**config.mk**
```make
export PLATFORM = sky130hd
export DESIGN_NAME = ser9_port
export DESIGN_NICKNAME = d
export VERILOG_FILES = /design/src/rtl/ser9_pkg.sv /design/src/rtl/ser9_rate.sv /design/src/rtl/ser9_ctrl.sv /design/src/rtl/ser9_dpath.sv /design/src/rtl/ser9_port.sv
export SDC_FILE = /design/constraint.sdc
export NUM_CORES = 1
export LEC_CHECK = 0
export BUFFER_PORTS_ARGS = -buffer_cell sky130_fd_sc_hd__buf_2
export CAP_MARGIN = 20
export CORE_ASPECT_RATIO = 1.5
export CORE_UTILIZATION = 50
export CTS_CLUSTER_DIAMETER = 80
export DETAILED_ROUTE_END_ITERATION = 12
export HOLD_SLACK_MARGIN = 0.12
export PLACE_DENSITY = 0.83
export SLEW_MARGIN = 10
export SYNTH_ARGS = -nofsm -noshare
export SYNTH_HDL_FRONTEND = slang
export SYNTH_SLANG_ARGS = --single-unit
```
**constraint.sdc**
```tcl
create_clock -name clk -period 1.94 [get_ports clk]
set_input_delay 0.485 -clock clk [delete_from_list [all_inputs] [get_ports clk]]
set_output_delay 0.485 -clock clk [all_outputs]
set_load 0.005 [all_outputs]
```
**src/rtl/ser9_pkg.sv**
```systemverilog
package ser9_pkg;

  typedef struct packed {
    logic txLoad;
    logic txShift;
    logic tiSet;
    logic rxTake;
    logic rxShift;
    logic rxCommit;
  } ctl_t;

endpackage

```
**src/rtl/ser9_rate.sv**
```systemverilog
module ser9_rate #(
  parameter int SLOW_DIV = 4,
  parameter int FAST_DIV = 2
) (
  input  logic clk,
  input  logic rstN,
  input  logic timerMode,
  input  logic fastRate,
  input  logic txSelB,
  input  logic rxSelB,
  input  logic tickA,
  input  logic tickB,
  output logic txTick,
  output logic rxTick
);
  localparam int CW = (SLOW_DIV > 2) ? $clog2(SLOW_DIV) : 1;
  localparam logic [CW-1:0] SLOW_LIM = CW'(SLOW_DIV - 1);
  localparam logic [CW-1:0] FAST_LIM = CW'(FAST_DIV - 1);

  logic [CW-1:0] divCnt;
  logic [CW-1:0] divLim;
  logic          fixTick;

  assign divLim  = fastRate ? FAST_LIM : SLOW_LIM;
  assign fixTick = (divCnt >= divLim);

  always_ff @(posedge clk or negedge rstN) begin
    if (!rstN) divCnt <= '0;
    else if (fixTick) divCnt <= '0;
    else divCnt <= divCnt + 1'b1;
  end

  assign txTick = timerMode ? (txSelB ? tickB : tickA) : fixTick;
  assign rxTick = timerMode ? (rxSelB ? tickB : tickA) : fixTick;

endmodule

```
**src/rtl/ser9_ctrl.sv**
```systemverilog
module ser9_ctrl #(
  parameter int SUB_N      = 16,
  parameter int FRAME_BITS = 11
) (
  input  logic            clk,
  input  logic            rstN,
  input  logic            txTick,
  input  logic            rxTick,
  input  logic            txWrite,
  input  logic            rxIn,
  input  logic            rxVote,
  input  logic            rxNinthNow,
  input  logic            riFlag,
  input  logic            addrFilter,
  output ser9_pkg::ctl_t  ctl,
  output logic            txBusy
);
  localparam int SW = $clog2(SUB_N);
  localparam int BW = $clog2(FRAME_BITS);
  localparam int MID = SUB_N / 2;
  localparam logic [SW-1:0] SUB_LAST = SW'(SUB_N - 1);
  localparam logic [SW-1:0] TAKE0    = SW'(MID - 1);
  localparam logic [SW-1:0] TAKE1    = SW'(MID);
  localparam logic [SW-1:0] TAKE2    = SW'(MID + 1);
  localparam logic [SW-1:0] DECIDE   = SW'(MID + 2);
  localparam logic [BW-1:0] STOP_B   = BW'(FRAME_BITS - 1);
  localparam logic [BW-1:0] NINTH_B  = BW'(FRAME_BITS - 2);

  // transmit sequencing
  logic [SW-1:0] txSub;
  logic [BW-1:0] txBit;
  logic          txPending;
  logic          txBoundary;

  assign txBoundary = txTick && (txSub == SUB_LAST);

  always_comb begin
    ctl.txLoad  = txBoundary && txPending && (!txBusy || txBit == STOP_B);
    ctl.txShift = txBoundary && txBusy && (txBit != STOP_B);
    ctl.tiSet   = ctl.txShift && (txBit == NINTH_B);
  end

  always_ff @(posedge clk or negedge rstN) begin
    if (!rstN) begin
      txSub     <= '0;
      txBit     <= '0;
      txPending <= 1'b0;
      txBusy    <= 1'b0;
    end else begin
      if (txTick) txSub <= (txSub == SUB_LAST) ? '0 : txSub + 1'b1;
      if (txWrite) txPending <= 1'b1;
      else if (ctl.txLoad) txPending <= 1'b0;
      if (ctl.txLoad) begin
        txBusy <= 1'b1;
        txBit  <= '0;
      end else if (txBoundary && txBusy) begin
        if (txBit == STOP_B) txBusy <= 1'b0;
        else txBit <= txBit + 1'b1;
      end
    end
  end

  // receive sequencing
  logic [SW-1:0] rxSub;
  logic [BW-1:0] rxBit;
  logic          rxBusy;
  logic          rxPrev;
  logic          startEdge;
  logic          atDecide;
  logic          glitch;
  logic          frameEnd;

  assign startEdge = rxTick && !rxBusy && rxPrev && !rxIn;
  assign atDecide  = rxTick && rxBusy && (rxSub == DECIDE);
  assign glitch    = atDecide && (rxBit == '0) && rxVote;
  assign frameEnd  = atDecide && (rxBit == STOP_B);

  always_comb begin
    ctl.rxTake   = rxTick && rxBusy &&
                   ((rxSub == TAKE0) || (rxSub == TAKE1) || (rxSub == TAKE2));
    ctl.rxShift  = atDecide && (rxBit != '0) && (rxBit != STOP_B);
    ctl.rxCommit = frameEnd && !riFlag && (!addrFilter || rxNinthNow);
  end

  always_ff @(posedge clk or negedge rstN) begin
    if (!rstN) begin
      rxSub  <= '0;
      rxBit  <= '0;
      rxBusy <= 1'b0;
      rxPrev <= 1'b0;
    end else begin
      if (rxTick) rxPrev <= rxIn;
      if (startEdge) begin
        rxBusy <= 1'b1;
        rxSub  <= '0;
        rxBit  <= '0;
      end else if (rxTick && rxBusy) begin
        if (glitch || frameEnd) rxBusy <= 1'b0;
        rxSub <= (rxSub == SUB_LAST) ? '0 : rxSub + 1'b1;
        if (rxSub == SUB_LAST) rxBit <= rxBit + 1'b1;
      end
    end
  end

endmodule

```
**src/rtl/ser9_dpath.sv**
```systemverilog
module ser9_dpath #(
  parameter int DATA_W = 8
) (
  input  logic              clk,
  input  logic              rstN,
  input  ser9_pkg::ctl_t    ctl,
  input  logic              txWrite,
  input  logic [DATA_W-1:0] txData,
  input  logic              txNinth,
  input  logic              txClear,
  input  logic              rxClear,
  input  logic              rxd,
  output logic              txd,
  output logic              rxIn,
  output logic              rxVote,
  output logic              rxNinthNow,
  output logic [DATA_W-1:0] rxData,
  output logic              rxNinth,
  output logic              tiFlag,
  output logic              riFlag
);
  logic [DATA_W-1:0] bufData;
  logic              bufNinth;
  logic [DATA_W+1:0] txSh;
  logic              rxS1;
  logic              rxS2;
  logic [2:0]        takeReg;
  logic [DATA_W:0]   rxSh;

  assign rxIn       = rxS2;
  assign rxVote     = (takeReg[0] & takeReg[1]) | (takeReg[1] & takeReg[2]) |
                      (takeReg[0] & takeReg[2]);
  assign rxNinthNow = rxSh[DATA_W];

  always_ff @(posedge clk or negedge rstN) begin
    if (!rstN) begin
      bufData  <= '0;
      bufNinth <= 1'b0;
      txSh     <= '1;
      txd      <= 1'b1;
    end else begin
      if (txWrite) begin
        bufData  <= txData;
        bufNinth <= txNinth;
      end
      if (ctl.txLoad) begin
        txSh <= {1'b1, bufNinth, bufData};
        txd  <= 1'b0;
      end else if (ctl.txShift) begin
        txd  <= txSh[0];
        txSh <= {1'b1, txSh[DATA_W+1:1]};
      end
    end
  end

  always_ff @(posedge clk or negedge rstN) begin
    if (!rstN) begin
      rxS1    <= 1'b1;
      rxS2    <= 1'b1;
      takeReg <= '1;
      rxSh    <= '0;
      rxData  <= '0;
      rxNinth <= 1'b0;
    end else begin
      rxS1 <= rxd;
      rxS2 <= rxS1;
      if (ctl.rxTake) takeReg <= {takeReg[1:0], rxIn};
      if (ctl.rxShift) rxSh <= {rxVote, rxSh[DATA_W:1]};
      if (ctl.rxCommit) begin
        rxData  <= rxSh[DATA_W-1:0];
        rxNinth <= rxSh[DATA_W];
      end
    end
  end

  always_ff @(posedge clk or negedge rstN) begin
    if (!rstN) begin
      tiFlag <= 1'b0;
      riFlag <= 1'b0;
    end else begin
      if (ctl.tiSet) tiFlag <= 1'b1;
      else if (txClear) tiFlag <= 1'b0;
      if (ctl.rxCommit) riFlag <= 1'b1;
      else if (rxClear) riFlag <= 1'b0;
    end
  end

endmodule

```
**src/rtl/ser9_port.sv**
```systemverilog
module ser9_port #(
  parameter int DATA_W   = 8,
  parameter int SUB_N    = 16,
  parameter int SLOW_DIV = 4,
  parameter int FAST_DIV = 2
) (
  input  logic              clk,
  input  logic              rstN,
  input  logic              timerMode,
  input  logic              fastRate,
  input  logic              txSelB,
  input  logic              rxSelB,
  input  logic              tickA,
  input  logic              tickB,
  input  logic              txWrite,
  input  logic [DATA_W-1:0] txData,
  input  logic              txNinth,
  input  logic              txClear,
  input  logic              rxClear,
  input  logic              addrFilter,
  input  logic              rxd,
  output logic              txd,
  output logic [DATA_W-1:0] rxData,
  output logic              rxNinth,
  output logic              txFlag,
  output logic              rxFlag,
  output logic              irq
);
  localparam int FRAME_BITS = DATA_W + 3;

  ser9_pkg::ctl_t ctl;
  logic txTick;
  logic rxTick;
  logic rxIn;
  logic rxVote;
  logic rxNinthNow;
  logic txBusy;

  ser9_rate #(.SLOW_DIV(SLOW_DIV), .FAST_DIV(FAST_DIV)) u_rate (
    .clk(clk), .rstN(rstN), .timerMode(timerMode), .fastRate(fastRate),
    .txSelB(txSelB), .rxSelB(rxSelB), .tickA(tickA), .tickB(tickB),
    .txTick(txTick), .rxTick(rxTick)
  );

  ser9_ctrl #(.SUB_N(SUB_N), .FRAME_BITS(FRAME_BITS)) u_ctrl (
    .clk(clk), .rstN(rstN), .txTick(txTick), .rxTick(rxTick),
    .txWrite(txWrite), .rxIn(rxIn), .rxVote(rxVote), .rxNinthNow(rxNinthNow),
    .riFlag(rxFlag), .addrFilter(addrFilter), .ctl(ctl), .txBusy(txBusy)
  );

  ser9_dpath #(.DATA_W(DATA_W)) u_dpath (
    .clk(clk), .rstN(rstN), .ctl(ctl), .txWrite(txWrite), .txData(txData),
    .txNinth(txNinth), .txClear(txClear), .rxClear(rxClear), .rxd(rxd),
    .txd(txd), .rxIn(rxIn), .rxVote(rxVote), .rxNinthNow(rxNinthNow),
    .rxData(rxData), .rxNinth(rxNinth), .tiFlag(txFlag), .riFlag(rxFlag)
  );

  assign irq = txFlag | rxFlag;

endmodule

```
==> impl_results.md <==
* Pwr per Cell Area at 1210 mW/mm^2
* Max-cap violations at 0
* Crit path cell chain: ha_4 -> a211oi_1 -> buf_4 -> a211oi_4 -> buf_6 -> o21ai_1 -> a221o_1
* Layout cells sized above 1 at 41.6%
* Sequential area share after synthesis at 54.4%
* CP top delay family: compound AO/OA/AOI/OAI gates
* Cts bufs inserted at 9
* P_leak at 0.00168 uW
* Antenna Cells at 0
* Initial DRC Count at 51
* Gr usage total at 19.9%
* # rows at 34
* Die width at 66.0 um
* Area of the multi-input gates at 0.00134 sq mm
* Final Max Tran Viols at 0
* DRT antenna net count at 0
* Worst-path clk slew at 80 ps
* Final Hold Viols at 0
* Detailed Route WL at 5.58 mm
* Core ar. at 0.00587 sq mm
* Worst slew pin tran at 587 ps
* Crit path required time at 2170 ps
* Critical path peak fanout at 8
* Fin crit period at 1830 ps
* CP Launch Type: flop
* Count of cell types in the netlist at 49
* Synth Cell Area at 0.00307 sq mm
* Layout area overhead at 18.7%
* Input/output buffers at 34
* Final setup violation count at 0
* Mapped Nets at 273
* Drt wl/cell at 15.1 um
* Flip-flop and latch area at 0.00167 sq mm
* Initial Util at 52.3%
* DRT Pass-1 Iters at 4
* CTS tree: built
* Drt drc at 0
* CP bufs+invs at 2
* Status: finished clean
* Ports at 35
* Skew final at 11.3 ps
* Max VDD drop at 0.000677 V
* RSZ-0062 raised after global routing: false
* Design area at 0.00364 sq mm
* H-tree depth at 3
* Vias/cell at 5.68
* Synthesized flop and latch total at 66
* Die span in y at 98.0 um
* Max_slew headroom at 60.9%
* Vias in the first global route at 2185
* Nets at 327
* WHS at 235 ps
* Clock Root Buffer: clkbuf_8
* Layout filler cell count at 476
* # clock sinks at 66
* Number of synthesized flops with an enable pin at 0
* Total Die Area at 0.00646 sq mm
* Largest stage delay on the critical path at 420 ps
* Slowest-stage cell, CP: dfrtp_1
* Skew-Pair Late Insertion Delay at 340 ps
* Dpl ws at -276 ps
* Syn_area_per_cell at 12.8 sq um
* Clk buf depth at 2
* First-pass GRT wire length at 9.63 mm
* GRT overflow at 0
* Fmax at 547 MHz
* Post-DP HPWL at 4.02 mm
* Initial antenna violation count at 0
* WP data arrival at 2060 ps
* Placer Congestion at 0.783
* Critical path class: flop to flop
* Synth warn at 0
* Largest net degree at the start of global routing at 32
* Final worst setup slack at 111 ps
* Asr flop ratio synth at 100%
* DR vias at 2100
* Post-route clock period utilization at 94.3%
* Placed Area at 0.00339 sq mm
* Post-Syn Instances at 239
* Primary FF master, synth: dfrtp_1
* Critical path capture point type: flop
* Hold Path Class: input pin to flop
cell usage after synthesis, types with 3 or more instances:
cell       instances  share of area, %
nand2_1           10               1.2
a21oi_1            4              0.65
ha_1              12               4.9
o21ai_0            7               1.1
nand3_1            7               1.1
nand3b_1           3              0.73
o22ai_1           10               2.0
nor2_1             7              0.86
dfstp_2           15                13
mux2_2            32                12
and3_1             3              0.61
a2bb2oi_1         10               2.9
inv_1             11               1.3
buf_2              4              0.65
nor3b_1            3              0.73
dfrtp_1           51                42
a21o_1             4              0.98
nand2b_1           3              0.61
metrics by stage:
| step | std cells | TNS [ps] | power (uW) | util [%] |
|---|---|---|---|---|
| floorplan | 239 | 0 | 3010 | - |
| CTS | 366 | 0 | 4410 | 61.0 |
| global route | 370 | 0 | 4710 | 62.0 |
| detailed placement | 349 | -7090 | 3400 | 57.8 |
| global placement | 349 | -5500 | 3300 | 57.8 |
| finish | 370 | 0 | 4410 | 62.0 |
layout by cell type, fill, tap and decap left out, types with 9 or more instances in the layout:
cell type   n
inv_1      11
o22ai_1    10
clkbuf_8    9
nand2_1    10
buf_4      11
mux2_2     32
dfrtp_1    51
ha_1       11
dfstp_2    15
a2bb2oi_1  10
buf_2      34
what timing repair did:
item | CTS | global route
pin swaps | 1 | 1
hold endpoints to repair | 4 | 0
hold buffers | 1 | 0
endpoints found under the setup margin | 15 | 30
gates resized for setup | 2 | 2
setup buffers | 0 | 4
final cells by class:
type | instances | share of cell area [%]
Clock buffer | 10 | 3.50
Clock inverter | 6 | 1.17
Inverter | 11 | 1.13
Multi-Input combinational cell | 155 | 36.7
Sequential cell | 66 | 45.9
Tap cell | 72 | 2.47
Timing Repair Buffer | 50 | 9.17
power by group:
part	internal [uW]	total [uW]	switching, uW
clock network	465	998	533
logic	691	1330	637
registers	1790	2080	296
total	2940	4410	1470
logic make-up after synthesis:
kind of cell	after synthesis	synth area share, %
compound gates	59	15.4
fa+ha+maj	13	5.22
xor+xnor	2	0.571
buf+inv	18	2.73
simple gates	46	8.77
flops	66	54.4
mux	35	12.9
layer usage:
layer	wire [um]	part of all wire, %	vias up	GRT usage (%)
met5	0	0	-	0
met4	188	3.4	0	13.3
met3	160	2.9	17	3.27
met2	3040	54	50	33.9
met1	2190	39	1040	22.1
li1	-	-	993	-
state kept, by name, summed over array words and instances, names as in the netlist, 4 cells and up:
name,cells
u_dpath.bufData,8
u_ctrl.txBit,4
u_ctrl.rxSub,4
u_dpath.txSh,9
u_ctrl.txSub,4
u_dpath.rxData,8
u_dpath.rxSh,9
u_ctrl.rxBit,4
final timing paths:
kind,startpoint,to,slack (ps),cells past startpoint
worst max-delay path,u_rate.divCnt[1],u_ctrl.txBit[3],110,7
worst min-delay path,rxd,u_dpath.rxS1,230,1
worst max register to register,u_rate.divCnt[1],u_ctrl.txBit[3],110,7
worst min register to register,u_dpath.rxS1,u_dpath.rxIn,360,0
max in group asynchronous,rstN,u_dpath.txSh[4],860,3
min in group asynchronous,rstN,u_dpath.bufNinth,550,2
Note: power is estimated with default switching activity, not from simulation.
